**src/rtl/status_setter.sv**
```systemverilog
module status_setter #(
  parameter int W = 8,
  parameter int C_BIT = 0,
  parameter int I_BIT = 2,
  parameter int D_BIT = 3,
  parameter logic [W-1:0] RST_STATUS = 8'h04
) (
  input  logic         clk,
  input  logic         rst_n,
  input  logic         op_valid,
  input  logic [7:0]   opcode,
  input  logic [W-1:0] imm,
  input  logic         status_wr,
  input  logic [W-1:0] status_wdata,
  input  logic         irq_req,
  output logic [W-1:0] status,
  output logic         step_en,
  output logic         stopped,
  output logic         busy,
  output logic         done,
  output logic [1:0]   ins_cycles,
  output logic         pc_adv,
  output logic         unhandled,
  output logic         irq_take
);
  localparam logic [7:0] OP_CARRY = 8'h38;
  localparam logic [7:0] OP_DEC   = 8'hF8;
  localparam logic [7:0] OP_IDIS  = 8'h78;
  localparam logic [7:0] OP_MASK  = 8'hE2;
  localparam logic [7:0] OP_HALT  = 8'hDB;

  logic [W-1:0] dec_mask, pend_mask;
  logic [1:0]   dec_len, pend_len, remain;
  logic         dec_known, dec_halt, dec_pc, pend_halt, pend_pc;
  logic         accept;

  assign step_en  = !busy && !stopped;
  assign accept   = op_valid && step_en;
  assign irq_take = irq_req && !status[I_BIT] && !stopped;

  always_comb begin
    dec_mask  = '0;
    dec_len   = 2'd1;
    dec_known = 1'b1;
    dec_halt  = 1'b0;
    dec_pc    = 1'b0;
    case (opcode)
      OP_CARRY: begin dec_mask[C_BIT] = 1'b1; dec_len = 2'd2; end
      OP_DEC:   begin dec_mask[D_BIT] = 1'b1; dec_len = 2'd2; end
      OP_IDIS:  begin dec_mask[I_BIT] = 1'b1; dec_len = 2'd2; end
      OP_MASK:  begin dec_mask = imm; dec_len = 2'd3; dec_pc = 1'b1; end
      OP_HALT:  begin dec_len = 2'd3; dec_halt = 1'b1; end
      default:  dec_known = 1'b0;
    endcase
  end

  always_ff @(posedge clk) begin
    if (!rst_n) begin
      status     <= RST_STATUS;
      stopped    <= 1'b0;
      busy       <= 1'b0;
      done       <= 1'b0;
      ins_cycles <= '0;
      pc_adv     <= 1'b0;
      unhandled  <= 1'b0;
      remain     <= '0;
      pend_mask  <= '0;
      pend_len   <= '0;
      pend_halt  <= 1'b0;
      pend_pc    <= 1'b0;
    end else begin
      done       <= 1'b0;
      ins_cycles <= '0;
      pc_adv     <= 1'b0;
      unhandled  <= 1'b0;
      if (busy) begin
        if (remain == 2'd1) begin
          busy       <= 1'b0;
          done       <= 1'b1;
          status     <= status | pend_mask;
          stopped    <= stopped | pend_halt;
          ins_cycles <= pend_len;
          pc_adv     <= pend_pc;
        end else begin
          remain <= remain - 2'd1;
        end
      end else begin
        if (status_wr) status <= status_wdata;
        if (accept) begin
          if (!dec_known) begin
            done       <= 1'b1;
            unhandled  <= 1'b1;
            ins_cycles <= 2'd1;
          end else begin
            busy      <= 1'b1;
            remain    <= dec_len - 2'd1;
            pend_mask <= dec_mask;
            pend_len  <= dec_len;
            pend_halt <= dec_halt;
            pend_pc   <= dec_pc;
          end
        end
      end
    end
  end
endmodule

```
**config.mk**
```make
export PLATFORM = sky130hd
export DESIGN_NAME = status_setter
export DESIGN_NICKNAME = d
export VERILOG_FILES = /design/src/rtl/status_setter.sv
export SDC_FILE = /design/constraint.sdc
export NUM_CORES = 1
export LEC_CHECK = 0
export BUFFER_PORTS_ARGS = -buffer_cell sky130_fd_sc_hd__clkbuf_2
export CAP_MARGIN = 20
export CORE_MARGIN = 2
export CORE_UTILIZATION = 30
export DETAILED_ROUTE_END_ITERATION = 8
export GPL_TIMING_DRIVEN = 0
export PLACE_DENSITY_LB_ADDON = 0.25
export SETUP_SLACK_MARGIN = 0.02
export SYNTH_ARGS = -nofsm -noshare
export SYNTH_HDL_FRONTEND = slang
export SYNTH_SLANG_ARGS = --single-unit
```
**constraint.sdc**
```tcl
create_clock -name clk -period 1.95 [get_ports clk]
set_input_delay 0.39 -clock clk [delete_from_list [all_inputs] [get_ports clk]]
set_output_delay 0.39 -clock clk [all_outputs]
set_load 0.005 [all_outputs]
```
Yosys cells after proc, flatten, opt, wreduce, memory -nomap -nowiden

Index checks and enable logic that the tools add are counted.

Register bits: 29
Bits in latches: 0
Bits in writable memories: 0
Bits in read-only memories: 0
Bits of input ports: 29
Output and inout port bits: 17
Word-level logic and storage cells: 73
Memories: 0

Add/sub/neg operators: 2
Multiply operators: 0
Divide/modulo/power cells: 0
Order comparisons: 0
Equality and inequality tests: 8
Shift operators: 0
Mux-type cells: 28
Bitwise gates (word level): 4
Reduce and logical (&&, ||, !) cells: 19

Operators with widths:

| cell                | number |
|---|---|
| $eq 8x8->1 const B  | 3 |
| $mux 8              | 3 |
| $mux 1              | 14 |
| $mux 2              | 6 |
| $reduce_and 3->1    | 3 |
| $eq 8x6->1 const B  | 1 |
| $eq 8x7->1 const B  | 1 |
| $or 8x8->8          | 1 |
| $pmux 1 s2          | 3 |
| $reduce_bool 2->1   | 3 |
| $reduce_or 5->1     | 1 |
| $logic_and 1x1->1   | 4 |
| $mux 4              | 1 |
| $pmux 2 s2          | 1 |
| $reduce_and 2->1    | 2 |
| $reduce_or 2->1     | 2 |
| $sub 2x1->2 const B | 2 |
| $logic_not 1->1     | 3 |
| $reduce_or 3->1     | 1 |
| $eq 2x1->1 const B  | 1 |
| $ne 2x1->1 const B  | 1 |
| $ne 2x2->1 const B  | 1 |
| $not 1->1           | 2 |
| $or 1x1->1          | 1 |

Depth between registers and ports, before layout

Gate-level depths: netlist of the first run.

Depth in word-level cells: 7
Gate-level depth with buffers: 6
Depth with buffers taken out: 6

Least setup slack after synthesis of the first run

OpenSTA, ideal clock, no wires.

Path type: input to register
Start: input port opcode[3]
End: register remain[0]
Setup time: 0.120 ns
Arrival: 1.669 ns
Data required time: 1.830 ns
Setup slack: 0.162 ns
Stages: 4
Buffers on the path: 0
Cells stage by stage: or4b_4 -> a211o_1 -> and3_1 -> o31a_1

Word-level cells in the longest chain between the ends: 7
Elaborated cells between the ends (all ways): 16
Those cells by class: add/sub (1); eq/ne (5); mux (5); reduce/logical (5)

RTL lines:

| item                                                         | RTL line | source |
|---|---|---|
| from (decl)                                                  | 11       | `input logic [7:0] opcode,` |
| $eq 8x6->1 (tied with other cells)                           | 47       | `case (opcode)` |
| $reduce_or 3->1 (no line) or $reduce_or 2->1 (tied branches) | n/a      |  |
| $pmux 2 s2                                                   | 47       |  |
| $sub 2x1->2                                                  | 96       | `remain <= dec_len - 2'd1;` |
| $mux 2                                                       | 90       | `if (!dec_known) begin` |
| $mux 2                                                       | 89       | `if (accept) begin` |
| $mux 2                                                       | 76       | `if (busy) begin` |
| to (signal assigned)                                         | 85       | `remain <= remain - 2'd1;` |
| to (signal assigned)                                         | 96       |  |
| to (decl)                                                    | 33       | `logic [1:0] dec_len, pend_len, remain;` |

Several ways; a longest one is shown, not always the timed one. The select of a mux whose other input is x is not followed.
A chain may end at the register's enable or synchronous reset.

Worst setup path in the final report of the first run

Start: register busy
End: register remain[0]

Word-level cells in the longest chain between the ends: 5
Elaborated cells between the ends (all ways): 8
Those cells by class: eq/ne (1); mux (1); reduce/logical (6)

RTL lines:

| item                        | RTL line | source |
|---|---|---|
| from (decl)                 | 19       | `output logic busy,` |
| from (signal assigned)      | 61       | `busy <= 1'b0;` |
| from (signal assigned)      | 78       | `busy <= 1'b0;` |
| from (signal assigned)      | 95       | `busy <= 1'b1;` |
| $logic_not 1->1             | 37       | `assign step_en = !busy && !stopped;` |
| $logic_and 1x1->1           | 37       |  |
| $logic_and 1x1->1           | 38       | `assign accept = op_valid && step_en;` |
| $reduce_bool 2->1 (no line) | n/a      |  |
| $reduce_and 3->1 (no line)  | n/a      |  |

Several ways; a longest one is shown, not always the timed one.

==> impl_metrics.yaml, run 1 <==
run:
  cap_violations: 0
synthesis:
  yosys-top-cells-area: "dfxtp_1 46%, a21oi_1 10%, o21ai_0 3.2%"
  synth_area_leader_cell: "dfxtp_1"
  postSynth.asyncResetShare_pct: 0
  synth-edff-count: 0
  yosys.cell_types.count: 36
  syn_inst: 140
  synth_top_area_share_pct: 46.31
  ys_seq_area_share_pct: 46.31
  mappedNetlistArea_sq_um: 1254
  syn-num-nets: 170
  ys_seq_elements: 29
  postSynthAreaPerCell_sq_um: 8.955
  ys_warn_count: 0
  ys_dominant_reg_cell: "dfxtp_1"
clock_tree:
  path_clk_slew_ps: 60
  cts_resized: 0
  clock_sinks: 29
  h-tree-depth: 2
  post_cts_buffers: 0
  cts_hold_buf: 0
  cts_tree: "yes"
  cts_root_buffer: "clkbuf_8"
  cts_buffer_depth: 2
  numCtsBuffers: 5
  insertion_delay_ps: 280
timing:
  slew_headroom_pct: 58.42
  fmax_mhz: 572.4
  setup_violations: 0
  period_share_pct: 89.60
  skew_ps: 6.768
  slew_viol_final: 0
  tightest_slew_ps: 621.4
  hold_viol_final: 0
  whs_ps: 352.7
  fin_crit_ps: 1747
  rsz0062_at_grt: "no"
place:
  port_buffers: 45
  place.gp.congestion: 0.7230
  dp_hpwl_microns: 2395
route:
  vias: 1237
  drc_errors: 0
  drt_iter0_markers: 64
  wl_per_cell_microns: 13.56
  drt-total-wl_microns: 3296
  vias_per_cell: 5.091
  ant_nets: 0
  dr.pass1.iters: 4
setup_path:
  required_ps: 2120
  critPathTopFamily: "simple AND/OR/NAND/NOR gates"
  startpoint_type: "register"
  worst_path_max_delay_cell: "or3b_2"
  arrival_ps: 1910
  crit_fanout: 9
  crit_buf_inv: 0
  critPathKind: "register to register"
  end_kind: "register"
  path_cells: "or3b_2 -> a211o_1 -> and3_1 -> o31a_1"
  crit_path_max_incr_delay_ps: 540
outcome:
  status: "completed"
grt:
  grt.busiest_layer: "met2"
  grt.total_usage_pct: 15.42
  grt_first_pass_wirelength_microns: 5175
  antenna_found_initial: 0
  grt_overflow: 0
  use_met1_pct: 20.22
  met2_usage_pct: 23.08
  grt_pass1_vias: 1076
  grt_max_degree: 11
  grt.met3_usage_pct: 4.383
floorplan:
  die_w_microns: 68.65
  coreArea_sq_um: 4000
  fp.dieArea_sq_um: 4712
  ios: 46
  dieHeight_microns: 68.65
  start_util_pct: 31.34
  num_rows: 23
final_layout:
  antennaDiodeCount: 0
  drive_gt1_share_pct: 31.61
  mostFrequentLayoutCell: "clkbuf_2"
  final_cell_mix: "45 x clkbuf_2, 29 x dfxtp_1, 26 x a21oi_1"
  fin_nets: 222
  fillerInstances: 414
  area_growth_pct: 33.63
power:
  power_uw: 1462
  p_leak_uw: 0.0006957
  max-vdd-ir-drop_uv: 449.6
  p_per_area_nw_per_um2: 872.7
worst_hold_path:
  hold_path_class: "input pin to register"
-- through the flow --
step / TNS [ps] / std cells / area (sq um) / worst slack (ps) / utilization, %
CTS: 0 / 243 / 1675 / 196.8 / 41.88
global route: 0 / 243 / 1675 / 81.37 / 41.88
global placement: -477.4 / 235 / 1541 / -113.0 / 38.54
finish: 0 / 243 / 1675 / 202.8 / 41.88
floorplan: 0 / 140 / 1254 / 161.5 / -
detailed placement: -419.8 / 235 / 1541 / -85.73 / 38.54
-- sequential cells by signal, indices dropped and copies added, names as in the netlist --
name	count
status	8
pc_adv	1
pend_pc	1
pend_len	2
unhandled	1
ins_cycles	2
done	1
stopped	1
remain	2
pend_halt	1
pend_mask	8
busy	1
-- routing by layer --
layer  routed length [microns]  vias to the layer above  share of wire [%]
met3                       186                        7                5.6
met5                         0                        -                  0
met1                      1519                      568                 46
met2                      1529                       36                 46
li1                          -                      626                  -
met4                        61                        0                1.9
-- power by group --
part | switching, uW | internal, uW
combinational | 56.7 | 53.1
clock | 226 | 507
sequential | 8.68 | 610
-- final timing paths --
path / startpoint / end / slack, ps / depth (start not counted)
worst max-delay path: busy / remain[0] / 200 / 4
worst min-delay path: rst_n / status[2] / 350 / 2
worst max register to register: busy / remain[0] / 200 / 4
worst min register to register: pend_len[1] / pend_len[1] / 460 / 1
-- layout make-up --
class / instances / area, sq um / area share [%]
Buffer: 8 / 41.29 / 2.465
Clock buffer: 5 / 68.82 / 4.108
Clock inverter: 3 / 65.06 / 3.883
Inverter: 3 / 11.26 / 0.6721
Multi-Input combinational cell: 100 / 620.6 / 37.04
Sequential cell: 29 / 580.6 / 34.65
Tap cell: 50 / 62.56 / 3.734
Timing Repair Buffer: 45 / 225.2 / 13.44
-- Yosys cell counts (2+ instances only) --
cell       n
nand3_1    7
nand4b_1   2
o21ai_0    8
a31oi_1    2
nor3_1     4
dfxtp_1   29
a211oi_1   2
and2_1     3
clkbuf_1   6
inv_1      3
nand2b_1   4
a32oi_1    2
nor3b_1    2
nand2_1    3
a21oi_1   26
a211oi_2   2
nor2_1    10
o211ai_1   5
and3_1     3
-- cell families (layout without fill, tap and decap cells) --
kind of cell	after synthesis	count (layout)	synth area share, %
AO/OA/AOI/OAI	55	55	28.04
AND/OR/NAND/NOR	43	43	19.66
flip-flops	29	29	46.31
buffers and inverters	11	64	4.192
adder cells (fa/ha/maj)	1	1	0.9978
multiplexers	1	1	0.7984
No activity file was read; power rests on OpenSTA's default activity.
==> run 2: changes to the inputs <==
- PLACE_DENSITY_LB_ADDON: 0.25 -> not set
==> impl_metrics.yaml, run 2 (synthesized netlist as in run 1, its figures left out) <==
outcome:
  status: "completed"
clock_tree:
  h-tree-depth: 2
  post_cts_buffers: 0
  path_clk_slew_ps: 60
  cts_resized: 0
  clock_sinks: 29
  cts_tree: "yes"
  cts_root_buffer: "clkbuf_8"
  numCtsBuffers: 5
  insertion_delay_ps: 270
  cts_buffer_depth: 2
  cts_hold_buf: 0
setup_path:
  r2r_end: "remain[0]"
  crit_fanout: 9
  arrival_ps: 1930
  end_kind: "register"
  startpoint_type: "register"
  critPathKind: "register to register"
  rrSetupSlack_ps: 180
  rr_worst_depth: 4
  r2r-start: "busy"
  required_ps: 2110
grt:
  grt.total_usage_pct: 14.47
  grt_first_pass_wirelength_microns: 4988
  antenna_found_initial: 0
  grt_overflow: 0
  grt_pass1_vias: 1123
  grt_max_degree: 11
final_layout:
  final_cell_mix: "45 x clkbuf_2, 29 x dfxtp_1, 26 x a21oi_1"
  fin_nets: 222
  reg_top3: "pend_mask x8, status x8"
  antennaDiodeCount: 0
  mostFrequentLayoutCell: "clkbuf_2"
  layout.cells.non_filler: 243
  drive_gt1_share_pct: 31.09
  fillerInstances: 428
  final_area_sq_um: 1624
  area_growth_pct: 29.54
timing:
  setup_slack_ps: 178.4
  fmax_mhz: 564.4
  slew_viol_final: 0
  slew_headroom_pct: 59.49
  whs_ps: 353.1
  skew_ps: 3.105
  tightest_slew_ps: 605.4
  fin_crit_ps: 1772
  rsz0062_at_grt: "no"
  setup_violations: 0
  fin_tns_setup_ps: 0
  hold_viol_final: 0
  period_share_pct: 90.85
place:
  dp_hpwl_microns: 2398
  port_buffers: 45
  place_ws_ps: -80.29
  place.gp.congestion: 0.7172
  dpl-instance-area_sq_um: 1541
  placed_cells: 235
power:
  power.clock.fraction_pct: 38.9
  pwr-share-seq_pct: 52.0
  p_int_uw: 909.8
  p_per_area_nw_per_um2: 733.8
  switching_power_uw: 281.9
  max-vdd-ir-drop_uv: 401.5
  combPwrFrac_pct: 9.1
  netSwitchingFraction_pct: 23.66
  p_leak_uw: 0.0006725
route:
  drt_iter0_markers: 47
  ant_nets: 0
  dr.pass1.iters: 4
  drc_errors: 0
  vias: 1248
  wl_per_cell_microns: 13.17
  vias_per_cell: 5.136
  drt-total-wl_microns: 3201
floorplan:
  start_util_pct: 31.34
  coreArea_sq_um: 4000
  die_w_microns: 68.65
  dieHeight_microns: 68.65
  fp.dieArea_sq_um: 4712
  ios: 46
  num_rows: 23
worst_hold_path:
  min_from: "rst_n"
  holdPathStages: 2
  hold_path_end: "status[2]"
  hold_path_class: "input pin to register"
run:
  cap_violations: 0
## run 2: cell types whose count changed in the layout (fill, tap and decap cells not counted)
| cell | previous run | this run |
|---|---|---|
| bufinv_16 | 2 | 0 |
| clkbuf_1 | 6 | 7 |
| clkinv_2 | 1 | 2 |
## run 2: metrics by stage
stage | utilization, % | power (uW)
2_1_floorplan | - | 680.3
3_3_place_gp | 38.54 | 741.5
3_5_place_dp | 38.54 | 742.1
4_1_cts | 40.60 | 1202
5_1_grt | 40.60 | 1255
6_report | 40.60 | 1192
## run 2: worst max path at each step
stage / from / to / slack (ps) / depth (start not counted)
6_report: busy / remain[0] / 180 / 4
5_1_grt: busy / pend_mask[0] / 60 / 5
4_1_cts: busy / remain[0] / 170 / 4
3_5_place_dp: opcode[3] / pend_mask[3] / -80 / 5
3_3_place_gp: opcode[3] / pend_mask[3] / -80 / 5
2_1_floorplan: opcode[3] / remain[0] / 160 / 4
## run 2: power groups by stage
stage          combinational, uW  sequential [uW]  clock, uW
6_report                     109              620        463
5_1_grt                      126              621        509
4_1_cts                      110              620        473
3_5_place_dp                 109              633          0
2_1_floorplan               47.5              633          0
3_3_place_gp                 109              632          0
## run 2: metal layers
layer | part of all wire, % | global-route usage, % | vias up | wire [microns]
met5 | 0 | 0 | - | 0
met1 | 46 | 17.86 | 586 | 1474
met2 | 48 | 23.20 | 28 | 1521
li1 | - | - | 627 | -
met4 | 1.7 | 6.250 | 0 | 54
met3 | 4.7 | 4.383 | 7 | 150
## run 2: critical path, cell delays in order, from the launching register on
cell and delay [ps]:
dfxtp_1 400, or3b_2 540, a211o_1 290, and3_1 180
o31a_1 260
## run 2: final cells by class
| type | instances | area [sq um] | share of cell area (%) |
|---|---|---|---|
| timing repair buffer | 45 | 225.2 | 13.87 |
| buffer | 8 | 41.29 | 2.542 |
| sequential | 29 | 580.6 | 35.75 |
| multi-input combinational | 100 | 620.6 | 38.21 |
| clock inverter | 2 | 10.01 | 0.6163 |
| clock buffer | 6 | 72.57 | 4.468 |
| inverter | 3 | 11.26 | 0.6934 |
| tap | 50 | 62.56 | 3.852 |
